**src/rtl/lcd_tg_pkg.sv**
```systemverilog
package lcd_tg_pkg;
  typedef enum logic [1:0] {
    PM_12 = 2'd0,
    PM_16 = 2'd1,
    PM_18 = 2'd2,
    PM_24 = 2'd3
  } pix_mode_e;
endpackage

```
**src/rtl/lcd_tg_div.sv**
```systemverilog
module lcd_tg_div #(
  parameter int DW = 8
) (
  input  logic          clk,
  input  logic          rst_n,
  input  logic          run,
  input  logic          bypass,
  input  logic [DW-1:0] div_m2,
  output logic          stb
);
  localparam int CW = DW + 1;
  logic [CW-1:0] cnt;
  logic [CW-1:0] term;

  assign term = {1'b0, div_m2} + CW'(1);
  assign stb  = run && (bypass || cnt == term);

  always_ff @(posedge clk or negedge rst_n) begin
    if (!rst_n)      cnt <= '0;
    else if (!run)   cnt <= '0;
    else if (stb)    cnt <= '0;
    else             cnt <= cnt + CW'(1);
  end

  AST_DIV_SPACING: assert property (@(posedge clk) disable iff (!rst_n)
    (run && !bypass && $past(stb)) |-> !stb);
endmodule

```
**src/rtl/lcd_tg_axis.sv**
```systemverilog
module lcd_tg_axis #(
  parameter int W        = 11,
  parameter bit BP_PLUS1 = 1'b1
) (
  input  logic         clk,
  input  logic         rst_n,
  input  logic         clr,
  input  logic         step,
  input  logic [W-1:0] f_sync,
  input  logic [W-1:0] f_bp,
  input  logic [W-1:0] f_act,
  input  logic [W-1:0] f_fp,
  output logic         seg_sync,
  output logic         seg_act,
  output logic         last,
  output logic         wrap,
  output logic [W-1:0] act_idx
);
  localparam int CW = W + 2;
  logic [CW-1:0] pos, l_sync, l_bp, l_act, l_fp;
  logic [CW-1:0] b_act, e_act, tot_m1, diff;

  assign l_sync = {2'b00, f_sync} + CW'(1);
  assign l_act  = {2'b00, f_act}  + CW'(1);
  assign l_fp   = {2'b00, f_fp}   + CW'(1);

  generate
    if (BP_PLUS1) begin : g_bp_m1
      assign l_bp = {2'b00, f_bp} + CW'(1);
    end else begin : g_bp_raw
      assign l_bp = {2'b00, f_bp};
    end
  endgenerate

  assign b_act  = l_sync + l_bp;
  assign e_act  = b_act + l_act;
  assign tot_m1 = e_act + l_fp - CW'(1);

  assign last     = (pos == tot_m1);
  assign wrap     = step && last;
  assign seg_sync = (pos < l_sync);
  assign seg_act  = (pos >= b_act) && (pos < e_act);
  assign diff     = pos - b_act;
  assign act_idx  = seg_act ? diff[W-1:0] : '0;

  always_ff @(posedge clk or negedge rst_n) begin
    if (!rst_n)     pos <= '0;
    else if (clr)   pos <= '0;
    else if (step)  pos <= last ? '0 : pos + CW'(1);
  end

  AST_POS_BOUND: assert property (@(posedge clk) disable iff (!rst_n)
    !clr |-> pos <= tot_m1);
  AST_POS_STEP: assert property (@(posedge clk) disable iff (!rst_n)
    (!clr && step && !last) |=> pos == $past(pos) + CW'(1));
  AST_IDX_FITS: assert property (@(posedge clk) disable iff (!rst_n)
    seg_act |-> diff[CW-1:W] == '0);
endmodule

```
**src/rtl/lcd_tg_guard.sv**
```systemverilog
module lcd_tg_guard #(
  parameter int GW = 4
) (
  input  logic        clk,
  input  logic        rst_n,
  input  logic        run,
  input  logic        frame_done,
  input  logic [GW:0] need,
  output logic        disp_on
);
  logic [GW:0] fcnt;

  assign disp_on = run && (fcnt >= need);

  always_ff @(posedge clk or negedge rst_n) begin
    if (!rst_n)                         fcnt <= '0;
    else if (!run)                      fcnt <= '0;
    else if (frame_done && fcnt != '1)  fcnt <= fcnt + (GW+1)'(1);
  end
endmodule

```
**src/rtl/lcd_timing_gen.sv**
```systemverilog
module lcd_timing_gen #(
  parameter int HW = 11,
  parameter int VW = 11,
  parameter int DW = 8,
  parameter int GW = 4
) (
  input  logic          clk,
  input  logic          rst_n,
  input  logic          en,
  input  logic [HW-1:0] cfg_hsw,
  input  logic [HW-1:0] cfg_hbp,
  input  logic [HW-1:0] cfg_hact,
  input  logic [HW-1:0] cfg_hfp,
  input  logic [VW-1:0] cfg_vsw,
  input  logic [VW-1:0] cfg_vbp,
  input  logic [VW-1:0] cfg_vact,
  input  logic [VW-1:0] cfg_vfp,
  input  logic [DW-1:0] cfg_div,
  input  logic          cfg_sysclk,
  input  logic [1:0]    cfg_mode,
  input  logic [GW-1:0] cfg_guard,
  input  logic          cfg_disp_dly,
  input  logic          cfg_vs_dly,
  input  logic          cfg_hs_low,
  input  logic          cfg_vs_low,
  output logic          hsync,
  output logic          vsync,
  output logic          de,
  output logic          pix_stb,
  output logic [HW-1:0] act_x,
  output logic [VW-1:0] act_y,
  output logic          disp_on,
  output logic [1:0]    pix_mode
);
  import lcd_tg_pkg::*;

  logic          running, load, frame_wrap, vs_d, vs_raw;
  logic [HW-1:0] sh_hsw, sh_hbp, sh_hact, sh_hfp, hidx;
  logic [VW-1:0] sh_vsw, sh_vbp, sh_vact, sh_vfp, vidx;
  logic [DW-1:0] sh_div;
  logic [GW-1:0] sh_guard;
  logic          sh_sysclk, sh_disp_dly, sh_vs_dly;
  pix_mode_e     sh_mode;
  logic          h_sync, h_act, h_last, h_wrap;
  logic          v_sync, v_act, v_last;
  logic [GW:0]   need;

  assign load = en && (!running || frame_wrap);

  always_ff @(posedge clk or negedge rst_n) begin
    if (!rst_n) running <= 1'b0;
    else        running <= en;
  end

  always_ff @(posedge clk or negedge rst_n) begin
    if (!rst_n) begin
      sh_hsw <= '0; sh_hbp <= '0; sh_hact <= '0; sh_hfp <= '0;
      sh_vsw <= '0; sh_vbp <= '0; sh_vact <= '0; sh_vfp <= '0;
      sh_div <= '0; sh_sysclk <= 1'b0; sh_mode <= PM_24;
      sh_guard <= '0; sh_disp_dly <= 1'b0; sh_vs_dly <= 1'b0;
    end else if (load) begin
      sh_hsw <= cfg_hsw; sh_hbp <= cfg_hbp; sh_hact <= cfg_hact; sh_hfp <= cfg_hfp;
      sh_vsw <= cfg_vsw; sh_vbp <= cfg_vbp; sh_vact <= cfg_vact; sh_vfp <= cfg_vfp;
      sh_div <= cfg_div; sh_sysclk <= cfg_sysclk; sh_mode <= pix_mode_e'(cfg_mode);
      sh_guard <= cfg_guard; sh_disp_dly <= cfg_disp_dly; sh_vs_dly <= cfg_vs_dly;
    end
  end

  lcd_tg_div #(.DW(DW)) u_div (
    .clk(clk), .rst_n(rst_n), .run(running), .bypass(sh_sysclk),
    .div_m2(sh_div), .stb(pix_stb)
  );

  lcd_tg_axis #(.W(HW), .BP_PLUS1(1'b1)) u_hax (
    .clk(clk), .rst_n(rst_n), .clr(!running), .step(pix_stb),
    .f_sync(sh_hsw), .f_bp(sh_hbp), .f_act(sh_hact), .f_fp(sh_hfp),
    .seg_sync(h_sync), .seg_act(h_act), .last(h_last), .wrap(h_wrap),
    .act_idx(hidx)
  );

  lcd_tg_axis #(.W(VW), .BP_PLUS1(1'b0)) u_vax (
    .clk(clk), .rst_n(rst_n), .clr(!running), .step(h_wrap),
    .f_sync(sh_vsw), .f_bp(sh_vbp), .f_act(sh_vact), .f_fp(sh_vfp),
    .seg_sync(v_sync), .seg_act(v_act), .last(v_last), .wrap(frame_wrap),
    .act_idx(vidx)
  );

  assign need = {1'b0, sh_guard} + (GW+1)'(sh_disp_dly);

  lcd_tg_guard #(.GW(GW)) u_guard (
    .clk(clk), .rst_n(rst_n), .run(running), .frame_done(frame_wrap),
    .need(need), .disp_on(disp_on)
  );

  assign vs_raw = running && v_sync;

  always_ff @(posedge clk or negedge rst_n) begin
    if (!rst_n)        vs_d <= 1'b0;
    else if (!running) vs_d <= 1'b0;
    else if (pix_stb)  vs_d <= vs_raw;
  end

  assign hsync    = (running && h_sync) ^ cfg_hs_low;
  assign vsync    = (sh_vs_dly ? vs_d : vs_raw) ^ cfg_vs_low;
  assign de       = running && h_act && v_act;
  assign act_x    = (running && h_act) ? hidx : '0;
  assign act_y    = (running && v_act) ? vidx : '0;
  assign pix_mode = sh_mode;

  AST_DE_BOUNDS: assert property (@(posedge clk) disable iff (!rst_n)
    de |-> (act_x <= sh_hact) && (act_y <= sh_vact));
  AST_SHADOW_HOLD: assert property (@(posedge clk) disable iff (!rst_n)
    (running && $past(running) && !$past(load)) |->
      ($stable(sh_hact) && $stable(sh_vact) && $stable(sh_div)));
  AST_MODE_HOLD: assert property (@(posedge clk) disable iff (!rst_n)
    !$past(load) |-> $stable(pix_mode));
  AST_DISP_RISE: assert property (@(posedge clk) disable iff (!rst_n)
    $rose(disp_on) |-> ($past(frame_wrap) || $rose(running)));
  AST_LAST_USED: assert property (@(posedge clk) disable iff (!rst_n)
    (frame_wrap) |-> (h_last && v_last));
endmodule

```
**config.mk**
```make
export PLATFORM = sky130hd
export DESIGN_NAME = lcd_timing_gen
export DESIGN_NICKNAME = d
export VERILOG_FILES = /design/src/rtl/lcd_tg_pkg.sv /design/src/rtl/lcd_tg_div.sv /design/src/rtl/lcd_tg_axis.sv /design/src/rtl/lcd_tg_guard.sv /design/src/rtl/lcd_timing_gen.sv
export SDC_FILE = /design/constraint.sdc
export NUM_CORES = 1
export LEC_CHECK = 0
export CAP_MARGIN = 25
export CORE_UTILIZATION = 65
export DETAILED_ROUTE_END_ITERATION = 6
export DONT_BUFFER_PORTS = 1
export HOLD_SLACK_MARGIN = 0.15
export PLACE_DENSITY = 0.81
export SLEW_MARGIN = 20
export SYNTH_ARGS = -nofsm -noshare
export SYNTH_HDL_FRONTEND = slang
export SYNTH_SLANG_ARGS = --single-unit
export TNS_END_PERCENT = 20
```
**constraint.sdc**
```tcl
create_clock -name clk -period 17.4 [get_ports clk]
set_clock_uncertainty 0.05 [all_clocks]
set_input_delay 3.48 -clock clk [delete_from_list [all_inputs] [get_ports clk]]
set_output_delay 3.48 -clock clk [all_outputs]
set_load 0.01 [all_outputs]
```
-- After elaboration in Yosys (flattened, before gate mapping)
Index checks and enable logic that the tools add are counted.
- multiplexer cells: 17
- bitwise logic cells: 2
- reductions and logical operators: 16
- eq/ne operators: 7
- magnitude comparators: 7
- $add $sub $neg: 23
- operators with widths (kind ; number):
    $add 11x1->12 const B ; 7
    $mux 13 ; 6
    $mux 11 ; 4
    $add 13x1->13 const B ; 2
    $add 13x12->13 ; 2
    $add 13x13->13 ; 2
    $eq 13x13->1 ; 2
    $ge 13x13->1 ; 2
    $lt 13x12->1 ; 2
    $lt 13x13->1 ; 2
    $sub 13x1->13 const B ; 2
    $sub 11x11->11 ; 2
    $mux 9 ; 2
    $add 12x11->13 ; 1
    $add 12x12->13 ; 1
    $logic_and 1x1->1 ; 13
    $mux 5 ; 2
    $add 8x1->9 const B ; 1
    $add 9x1->9 const B ; 1
    $eq 9x9->1 ; 1
    $ne 2x1->1 const B ; 3
    $add 4x1->5 ; 1
    $add 5x1->5 const B ; 1
    $ge 5x5->1 ; 1
    5 further kinds ; 9
- register bits: 147
- word-level logic and storage cells: 92

-- Longest topological paths before layout
Gate-level depths: netlist of the first run.
- depth in word-level cells: 11
- gate-level depth with buffers: 30
- gate-level depth less buffers: 28

-- By module
Synthesis of the first run repeated with hierarchy kept, for this count alone.
- cell total of the unflattened synthesis: 1415
- area, all modules: 13155.1 um2
- by module, submodules not included (module ; sequential area each (um2) ; instances ; area an instance (um2) ; cells each):
    lcd_timing_gen ; 2680.1 ; 1 ; 4231.6 ; 266
    lcd_tg_axis (u_hax) ; 325.3 ; 1 ; 3898.7 ; 512
    lcd_tg_axis (u_vax) ; 325.3 ; 1 ; 3829.9 ; 502
    lcd_tg_div ; 225.2 ; 1 ; 797.0 ; 95
    lcd_tg_guard ; 125.1 ; 1 ; 397.9 ; 40

-- Worst setup path after synthesis of the first run
OpenSTA, ideal clock, no wires.
- path kind: flip-flop to output port
- from: register sh_hsw[0]
- to: output port act_x[4]
- slack: 9.075 ns
- cell stages (with the launch flop): 25
- data arrival time: 4.795 ns
- path buffers: 1
- cells stage by stage: dfrtp_1 > ha_1 > xor2_1 > ha_1 > o211a_1 > o31ai_1 > and2_1 > a21oi_1 > nor2_1 > nor2_1 > ha_1 > or3_1 > o211a_1 > nor2b_1 > nor2_1 > mux2i_4 > ha_1 > inv_1 > o22ai_1 > nor3b_1 > nand3_1 > a211oi_1 > a21oi_1 > clkbuf_1 > a2111oi_0
- longest elaborated chain between the ends: 7
- RTL lines (what ; RTL line ; RTL):
    from (decl) ; lcd_timing_gen.sv:38 ; logic [HW-1:0] sh_hsw, sh_hbp, sh_hact, sh_hfp, hidx;
    from (signal assigned) ; lcd_timing_gen.sv:62 ; sh_hsw <= cfg_hsw; sh_hbp <= cfg_hbp; sh_hact <= cfg_hact; sh_hfp <= cfg_hfp;
    $add 11x1->12 (*) ; lcd_tg_axis.sv:23 ; assign l_sync = {2'b00, f_sync} + CW'(1);
    $add 12x12->13 (*) ; lcd_tg_axis.sv:35 ; assign b_act = l_sync + l_bp;
    $add 13x12->13 ; lcd_tg_axis.sv:36 ; assign e_act = b_act + l_act;
    $lt 13x13->1 ; lcd_tg_axis.sv:42 ; assign seg_act = (pos >= b_act) && (pos < e_act);
    $logic_and 1x1->1 ; lcd_tg_axis.sv:42 ;
    $mux 11 / $logic_and 1x1->1 (equally long branches) ; lcd_tg_axis.sv:44, lcd_timing_gen.sv:106 ;
    $mux 11 (*) ; lcd_timing_gen.sv:106 ; assign act_x = (running && h_act) ? hidx : '0;
    to (decl) ; lcd_timing_gen.sv:30 ; output logic [HW-1:0] act_x,
Every way passes the cells marked *; elsewhere a longest branch is shown, timed or not.

-- Worst setup path after layout of the first run
- from: register sh_vsw[0]
- to: output port act_y[6]
- longest elaborated chain between the ends: 7
- RTL lines (what ; RTL line ; RTL):
    from (decl) ; lcd_timing_gen.sv:39 ; logic [VW-1:0] sh_vsw, sh_vbp, sh_vact, sh_vfp, vidx;
    from (signal assigned) ; lcd_timing_gen.sv:63 ; sh_vsw <= cfg_vsw; sh_vbp <= cfg_vbp; sh_vact <= cfg_vact; sh_vfp <= cfg_vfp;
    $add 11x1->12 (*) ; lcd_tg_axis.sv:23 ;
    $add 12x11->13 (*) ; lcd_tg_axis.sv:35 ;
    $add 13x12->13 ; lcd_tg_axis.sv:36 ;
    $lt 13x13->1 ; lcd_tg_axis.sv:42 ;
    $logic_and 1x1->1 ; lcd_tg_axis.sv:42 ;
    $mux 11 / $logic_and 1x1->1 (equally long branches) ; lcd_tg_axis.sv:44, lcd_timing_gen.sv:107 ;
    $mux 11 (*) ; lcd_timing_gen.sv:107 ; assign act_y = (running && v_act) ? vidx : '0;
    to (decl) ; lcd_timing_gen.sv:31 ; output logic [VW-1:0] act_y,
Marks and branches as above.

==> reports/metrics.csv, run 1 <==
metric,value,unit
run_status,"complete, no violations",
place_congestion,0.943,
power_density,223,nW/um^2
grt-ovfl-total,0,
setup_violations,0,
synth.top_cells.by_area,"dfrtp_1, ha_1, xnor2_1, mux2_2, mux2_1",
clock_path_buffers,2,
leakage,0.00658,uW
wl,30500,um
die_w,145,um
area_growth,6.05,%
drc,0,
wl_per_cell,17.8,um
grt_pass1_wl,48900,um
final_cells,1709,
die_h,145,um
rsz0062_at_grt,no,
synth_edf_count,0,
end_kind,output port,
clk_pin_slew,0.07,ns
synth_seq_cells,147,
core_region_area,19700,um^2
crit_path_cell_trace,ha_1 > xor2_1 > ha_1 > a211oi_1 > o21ai_0 > a31oi_1 > xnor2_1 > ha_1 > nor4_1 > o21ai_0 > a31o_2 > a21oi_1 > xor2_1 > ha_1 > nor2b_1 > o21ai_0 > nand2b_1 > a211oi_1 > nand4_1 > nor3_1,
synth-xor-area-share,0.0924,
layout.nets,1726,
h-tree-depth,4,
synth_ff_type,dfrtp_1,
cts_tree,built,
yosysSeqAreaShare,0.277,
syn_avg_cell_area,9.25,um^2
final_max_slew_viol_count,0,
root_buffer,clkbuf_16,
yosysWarnings,0,
vias_per_cell,6.24,
cts.sinks,147,
synth_compound_gate_area_share,0.151,
dp.cells,1675,
tns,0,ns
worst-path-buf-inv,0,
slowest_stage,nor3_1,
ctsResizeCount,0,
fmax,106,MHz
dr_total_vias,10660,
postRouteAntennaNets,0,
initial_core_util,0.673,
syn-num-nets,1732,
synth_top_family_by_area,adder cells,
worst-setup-path-type,register to output port,
slew_headroom,0.353,
path_max_fanout,11,
synthAdderAreaFrac,0.182,
crit_top_cell,ha_1,
maxCapViolCount,0,
synth_commonest_cells,"ha_1, dfrtp_1, inv_1, xnor2_1, o21ai_0",
port_buffers,0,
synthSimpleGateAreaFrac,0.151,
cts-hold-fix-buffers,0,
postSynth.asyncResetShare,1.00,
synth_mux_area_frac,0.0962,
worstSkewPairLatency,0.44,ns
cts_setup_buffers,0,
yosys.area.top_type,dfrtp_1,
grt_max_degree,148,
cp-start-kind,register,
rows,51,
cts_buffers,17,
required,13.87,ns
grt_pass1_vias,10290,
cp_top_family,compound AO/OA/AOI/OAI gates,
ir_drop,141,uV
synth.distinct_cells,73,
synth_most_common_cell,ha_1,
syn_inst,1435,
drt-initial-drc-count,664,
dieArea,21000,um^2
worst_slew_pin_slew,0.970,ns
firstDrtPassIters,5,
critPathArrivalTime,5.88,ns
netlist.area_leader.share,0.273,
syn-cell-area,13300,um^2
hold_class,register to register,
ios,139,
min_period,9.41,ns
hold_viol,0,
drive_above_1_share,0.0770,
antenna_found_initial,1,
cpPeakStageDelay,0.51,ns
hpwl,22800,um
period_share,0.541,
grt_usage,0.301,
## path summary, 6_finish.rpt
path,from,to,slack [ns],cells after the start
max in group asynchronous,rst_n,pix_mode[0],14.33,0
setup reg to reg,sh_hsw[0],sh_hact[6],10.24,24
hold reg to reg,sh_hbp[0],sh_hbp[0],0.44,1
setup / recovery,sh_vsw[0],act_y[6],7.99,20
min in group asynchronous,rst_n,sh_vfp[0],2.69,0
hold / removal,sh_hbp[0],sh_hbp[0],0.44,1
## final cells by class
cell class / count / area [um^2]
well taps: 265 / 332
fillers: 1499 / 5640
diodes: 2 / 5.00
clock buffers: 18 / 439
multi-input cells: 1124 / 8930
flip-flops and latches: 147 / 3680
inverters: 136 / 510
clock inverters: 14 / 158
repair buffers: 3 / 22.5
## sequential cells by signal, indices dropped and copies added, names as in the netlist, 2 cells and up
signal	cells
u_hax.pos	13
u_guard.fcnt	5
sh_div	8
u_div.cnt	9
sh_hact	11
sh_vbp	11
sh_hsw	11
sh_hfp	11
sh_vfp	11
sh_vsw	11
pix_mode	2
sh_vact	11
u_vax.pos	13
sh_guard	4
sh_hbp	11
## layout by cell type (no fill, tap or decap), drive strengths merged, types with 13 or more instances in the layout
cell type	n
mux2	106
a211oi	21
nand4	13
nor3	41
a21oi	66
nor2	60
nand2b	31
nor2b	19
o21a	23
a21o	26
nand3b	15
a2111oi	20
clkbuf	18
o21ai	71
ha	179
nand2	66
dfrtp	145
xnor2	76
nand3	50
a31oi	26
inv	146
and3	35
xor2	64
## cells by family after synthesis
kind of cell               after synthesis
and+or+nand+nor                        378
muxes                                  113
adders and majority gates              188
buffers and inverters                  164
DFF                                    147
AOI/OAI and AO/OA                      305
xor gates and xnor gates               140
## power breakdown
| part | leakage (uW) | internal [uW] | switching, uW | total (uW) |
|---|---|---|---|---|
| registers | 0.00181 | 381 | 42.9 | 424 |
| logic | 0.00447 | 1020 | 1320 | 2340 |
| clock network | 0.000297 | 209 | 170 | 379 |
## stage by stage
step	total power (uW)	utilization	hold slack [ns]	instance area (um^2)	setup WS, ns
floorplan	2330	-	0.408	13300	9.08
global placement	2670	0.683	0.421	13500	8.64
detailed placement	2730	0.683	0.430	13500	8.45
CTS	3130	0.714	0.446	14100	7.98
global route	3480	0.714	0.462	14100	7.39
finish	3140	0.714	0.444	14100	7.99
## per-layer routing
layer / GRT usage / part of all wire
met1: 0.382 / 0.44
met3: 0.0553 / 0.062
met4: 0.116 / 0.029
met2: 0.507 / 0.47
met5: 0 / 0
Power figures use the tool's default switching activity.
==> run 2: changes to the inputs <==
ABC_AREA = 1   (was default)
CORE_UTILIZATION = 60   (was 65)
PLACE_DENSITY = 0.79   (was 0.81)
clock period = 8 ns   (was 17.4 ns; I/O delays follow)
==> reports/metrics.csv, run 2 <==
metric,value,unit,change
synth_edf_count,0,,unchanged
synth_seq_cells,147,,unchanged
yosys.area.top_type,dfrtp_1,,
ios,139,,unchanged
synthSimpleGateAreaFrac,0.317,,+0.166
leakage,0.00792,uW,+20%
grt_pass1_vias,12295,,+19%
synthAdderAreaFrac,0.170,,-0.0112
ctsResizeCount,0,,unchanged
cts_setup_buffers,0,,unchanged
period_share,0.927,,
synth_most_common_cell,nand2_1,,
maxCapViolCount,0,,unchanged
endpoint,act_y[7],,
die_w,155,um,+7.1%
top_regs,"u_hax.pos (13), u_vax.pos (13)",,
final_cells,2327,,+36%
synth_top_family_by_area,simple AND/OR/NAND/NOR gates,,
tns,0,ns,unchanged
reg2reg_depth,38,,+58%
cts_tree,built,,
cpPeakStageDelay,0.55,ns,+0.04 ns
end_kind,output port,,
crit_top_cell,a21oi_1,,
power_density,415,nW/um^2,+86%
synth_mux_area_frac,0,,-0.0962
hpwl,28500,um,+25%
root_buffer,clkbuf_16,,
worstSkewPairLatency,0.45,ns,about the same
layout.nets,2298,,+33%
path_max_fanout,11,,unchanged
hold_viol,0,,unchanged
layout_common_cells,"nand2_1, inv_1, nand3_1",,
run_status,"complete, no violations",,
cts-hold-fix-buffers,0,,unchanged
rows,55,,+7.8%
synth.distinct_cells,51,,-30%
antenna_found_initial,0,,-1
postRouteAntennaNets,0,,unchanged
dieArea,24100,um^2,+15%
yosysSeqAreaShare,0.261,,-0.0160
area_growth,5.38,%,
cts.sinks,147,,unchanged
firstDrtPassIters,6,,+1
ir_drop,286,uV,+100%
r2r_setup_slack,0.85,ns,-9.39 ns
postSynth.asyncResetShare,1.00,,unchanged
grt_max_degree,148,,unchanged
yosysWarnings,0,,unchanged
r2r_start,sh_vsw[0],,
final_common_cell,nand2_1,,
wl,36500,um,+20%
slowest_stage,nor3b_1,,
grt-ovfl-total,0,,unchanged
critPathArrivalTime,5.76,ns,-0.12 ns
vias_per_cell,5.64,,-9.6%
core_region_area,22800,um^2,+16%
synth_commonest_cells,"nand2_1, inv_1, nand3_1, ha_1, nor2_1",,
grt_usage,0.315,,+0.0138
min_period,7.41,ns,
drt-initial-drc-count,1066,,+61%
syn-cell-area,14100,um^2,+6.1%
fmax,135,MHz,
final_max_slew_viol_count,0,,unchanged
port_buffers,0,,unchanged
slew_headroom,0.477,,+0.123
clk_pin_slew,0.07,ns,about the same
worst-setup-path-type,register to output port,,
synth_compound_gate_area_share,0.0791,,-0.0721
die_h,155,um,+7.1%
syn-num-nets,2320,,+34%
cts_buffers,17,,unchanged
syn_avg_cell_area,6.96,um^2,-25%
drive_above_1_share,0.0298,,-0.0472
n_antenna_cell,0,,-2
rr_endpoint,sh_vfp[0],,
dr_total_vias,13128,,+23%
synth-xor-area-share,0.0796,,-0.0128
wl_per_cell,15.7,um,-12%
drc,0,,unchanged
fill_cells,2083,,+39%
cp-start-kind,register,,
worst_slew_pin_slew,0.785,ns,-0.185 ns
h-tree-depth,4,,unchanged
place_congestion,0.981,,+4.1%
syn_inst,2023,,+41%
synth.top_cells.by_area,"dfrtp_1, ha_1, nand2_1, nand3_1, inv_1",,
required,6.35,ns,-7.52 ns
netlist.area_leader.share,0.258,,-0.0158
setup_violations,0,,unchanged
rsz0062_at_grt,no,,
initial_core_util,0.616,,-0.0567
synth_ff_type,dfrtp_1,,
grt_pass1_wl,60500,um,+24%
clock_path_buffers,2,,unchanged
dp.cells,2295,,+37%
hold_class,register to register,,
crit_path_start,sh_vsw[0],,
-- run 2: cell families after synthesis --
| kind of cell | count (synthesis) |
|---|---|
| compound gates | 200 |
| fa+ha+maj | 187 |
| simple gates | 1037 |
| xor+xnor | 128 |
| buf+inv | 324 |
| flops | 147 |
-- run 2: report_power, final --
part / switching, uW / total [uW] / internal, uW / leakage, uW
Clock: 381 / 794 / 413 / 0.000267
Sequential: 78.5 / 893 / 814 / 0.00188
Combinational: 2830 / 4470 / 1640 / 0.00578
Total: 3290 / 6160 / 2860 / 0.00792
-- run 2: stage by stage --
step	power [uW]	utilization	area (um^2)	worst slack [ns]	hold WS (ns)
2_1_floorplan	4380	-	14100	1.99	0.392
3_3_place_gp	5140	0.625	14300	1.00	0.410
3_5_place_dp	5240	0.625	14300	0.914	0.416
4_1_cts	6090	0.650	14800	0.595	0.433
5_1_grt	6870	0.650	14800	0.0825	0.444
6_report	6160	0.650	14800	0.587	0.430
-- run 2: layout make-up --
| type | instances | area (um^2) | area share |
|---|---|---|---|
| sequential | 147 | 3680 | 0.248 |
| inverter | 278 | 1040 | 0.0703 |
| timing repair buffer | 5 | 50.0 | 0.00337 |
| clock buffer | 18 | 429 | 0.0289 |
| clock inverter | 14 | 138 | 0.00927 |
| tap | 313 | 392 | 0.0264 |
| multi-input combinational | 1552 | 9110 | 0.614 |
-- run 2: worst max-delay path, delay by kind of cell, from the launching register on --
kind,cells,cell delay (ns)
AO/OA/AOI/OAI,9,1.38
XOR/XNOR,3,0.70
adder cells (fa/ha/maj),3,0.96
buffers and inverters,2,0.15
flip-flops,1,0.39
AND/OR/NAND/NOR,9,1.71
-- run 2: routing by layer --
| layer | wire [um] | GRT usage | up-vias | share of wire |
|---|---|---|---|---|
| met2 | 15900 | 0.503 | 423 | 0.43 |
| met3 | 2450 | 0.0476 | 51 | 0.067 |
| li1 | - | - | 6556 | - |
| met1 | 17600 | 0.450 | 6098 | 0.48 |
| met5 | 0 | 0 | - | 0 |
| met4 | 590 | 0.0714 | 0 | 0.016 |
-- run 2: worst min-delay path by stage --
stage                          start    endpoint  cells after the start
final                      sh_hfp[4]   sh_hfp[4]                      2
after global routing       sh_hfp[4]   sh_hfp[4]                      2
after CTS                  sh_hfp[4]   sh_hfp[4]                      2
after detailed placement   sh_hfp[4]   sh_hfp[4]                      2
after global placement    sh_vact[0]  sh_vact[0]                      2
after floorplan           sh_hact[0]  sh_hact[0]                      2
==> run 3: changes to the inputs <==
CORE_UTILIZATION = 65   (was 60)
PLACE_DENSITY = 0.81   (was 0.79)
clock period = 7.22 ns   (was 8 ns; I/O delays follow)
==> reports/metrics.csv, run 3 (synthesis results as in run 2) <==
metric,value,unit,change
run_status,"complete, no violations",,
final_common_cell,nand2_1,,
multi_input_area,9310,um^2,+2.1%
cts_tree,built,,
top_regs,"u_hax.pos (13), u_vax.pos (13)",,
die_h,149,um,-3.9%
holdCritStartpoint,sh_vfp[4],,
port_buffers,0,,unchanged
dp.cells,2258,,-1.6%
postRouteAntennaNets,0,,unchanged
grt_pass1_wl,60700,um,+0.34%
hpwl,28900,um,+1.2%
dieArea,22300,um^2,-7.6%
vias_per_cell,5.72,,+1.4%
path_max_fanout,6,,-5
totalPowerFinal,6940,uW,+13%
end_kind,output port,,
setup_violations,0,,unchanged
drt-initial-drc-count,980,,-8.1%
period_share,0.966,,
area_growth,6.87,%,
fill_cells,1815,,-13%
initial_core_util,0.666,,+0.0493
cts_buffers,17,,unchanged
wl,38000,um,+4.1%
cp-start-kind,register,,
grt-ovfl-total,0,,unchanged
tns,0,ns,unchanged
h-tree-depth,4,,unchanged
final_core_util,0.712,,+0.0619
wl_per_cell,16.5,um,+5.5%
cpPeakStageDelay,0.40,ns,-0.15 ns
worst-setup-path-type,register to output port,,
power_density,461,nW/um^2,+11%
clock_path_buffers,2,,unchanged
worstSkewPairLatency,0.44,ns,about the same
grt_pass1_vias,12381,,+0.70%
crit_top_cell,nand2_1,,
holdWs,0.426,ns,-0.00392 ns
ir_drop,254,uV,-11%
final_cells,2297,,-1.3%
grt_usage,0.349,,+0.0339
die_w,149,um,-3.9%
slowest_stage,dfrtp_1,,
grt_max_degree,148,,unchanged
layout_common_cells,"nand2_1, inv_1, nand3_1",,
drc,0,,unchanged
clk_pin_slew,0.07,ns,about the same
leakage,0.00796,uW,+0.53%
holdPathEnd,sh_vfp[4],,
rr_endpoint,sh_hfp[9],,
worst_slew_pin_slew,1.16,ns,+0.374 ns
r2r_setup_slack,0.53,ns,-0.32 ns
hold_class,register to register,,
critPathArrivalTime,5.48,ns,-0.28 ns
required,5.73,ns,-0.62 ns
min_period,6.97,ns,
final_max_slew_viol_count,0,,unchanged
maxCapViolCount,0,,unchanged
layout.nets,2304,,+0.26%
root_buffer,clkbuf_16,,
core_region_area,21200,um^2,-7.4%
antenna_found_initial,2,,+2
place_congestion,0.984,,+0.23%
dr_total_vias,13135,,+0.053%
drive_above_1_share,0.0500,,+0.0202
ios,139,,unchanged
reg2reg_depth,39,,+2.6%
cts.sinks,147,,unchanged
r2r_start,sh_vsw[0],,
rows,53,,-3.6%
fmax,143,MHz,
slew_headroom,0.217,,-0.259
hold_depth,2,,unchanged
hold_viol,0,,unchanged
regArea,3680,um^2,unchanged
firstDrtPassIters,5,,-1
==> run 3: cell count changes in the layout (fill, tap and decap cells not counted), moves of 4 or more <==
cell	previous run	this run
buf_4	4	8
nor2_1	151	135
ha_1	179	174
nor2_2	4	19
a21oi_2	0	6
a21oi_1	89	83
==> run 3: worst max-delay path: cells and delay by family, from the launching register on <==
family                   cells  cell delay, ns
flip-flops                   1            0.40
AND/OR/NAND/NOR             13            1.68
XOR/XNOR                     1            0.30
adder cells (fa/ha/maj)      4            1.03
buffers and inverters        5            0.38
AO/OA/AOI/OAI                8            1.24
==> run 3: cell type report <==
class	count	share of cell area
clock inverter	14	0.00906
tap	275	0.0229
antenna	2	0.000333
timing repair buffer	10	0.00715
clock buffer	18	0.0285
inverter	278	0.0693
sequential	147	0.245
multi-input combinational	1553	0.618
==> run 3: layer usage <==
metal | track usage | part of all wire | vias to the layer above
met2 | 0.554 | 0.44 | 413
met4 | 0.104 | 0.022 | 0
li1 | - | - | 6567
met1 | 0.480 | 0.47 | 6096
met5 | 0 | 0 | -
met3 | 0.0664 | 0.070 | 59
==> run 3: worst max-delay path by stage <==
stage                     startpoint  endpoint  slack, ns  cells past startpoint
final                      sh_vsw[0]  act_y[5]       0.25                     31
after global routing       sh_vsw[0]  act_y[5]      -0.12                     26
after CTS                  sh_vsw[0]  act_y[5]     -0.002                     26
after detailed placement   sh_vsw[0]  act_y[5]       0.26                     26
after global placement     sh_vsw[0]  act_y[5]       0.24                     26
after floorplan            sh_vsw[0]  act_y[5]       1.37                     27
==> run 3: what timing repair did <==
action	in CTS	in global routing
gates resized for setup	5	38
cloned	0	1
pin swaps	0	8
hold endpoints to repair	0	0
setup endpoints to repair	6	128
setup buffers	0	4
hold buffers	0	0
==> run 3: power breakdown <==
group,leakage (uW),switching (uW),total (uW),internal [uW]
Clock,0.000275,428,886,458
Sequential,0.00188,89.4,991,902
Combinational,0.00581,3210,5060,1850
==> run 3: stage by stage <==
step           setup slack, ns  cell area [um^2]
6_report                 0.246             15100
2_1_floorplan             1.37             14100
4_1_cts               -0.00158             14800
3_5_place_dp             0.262             14200
3_3_place_gp             0.243             14200
5_1_grt                 -0.120             15000
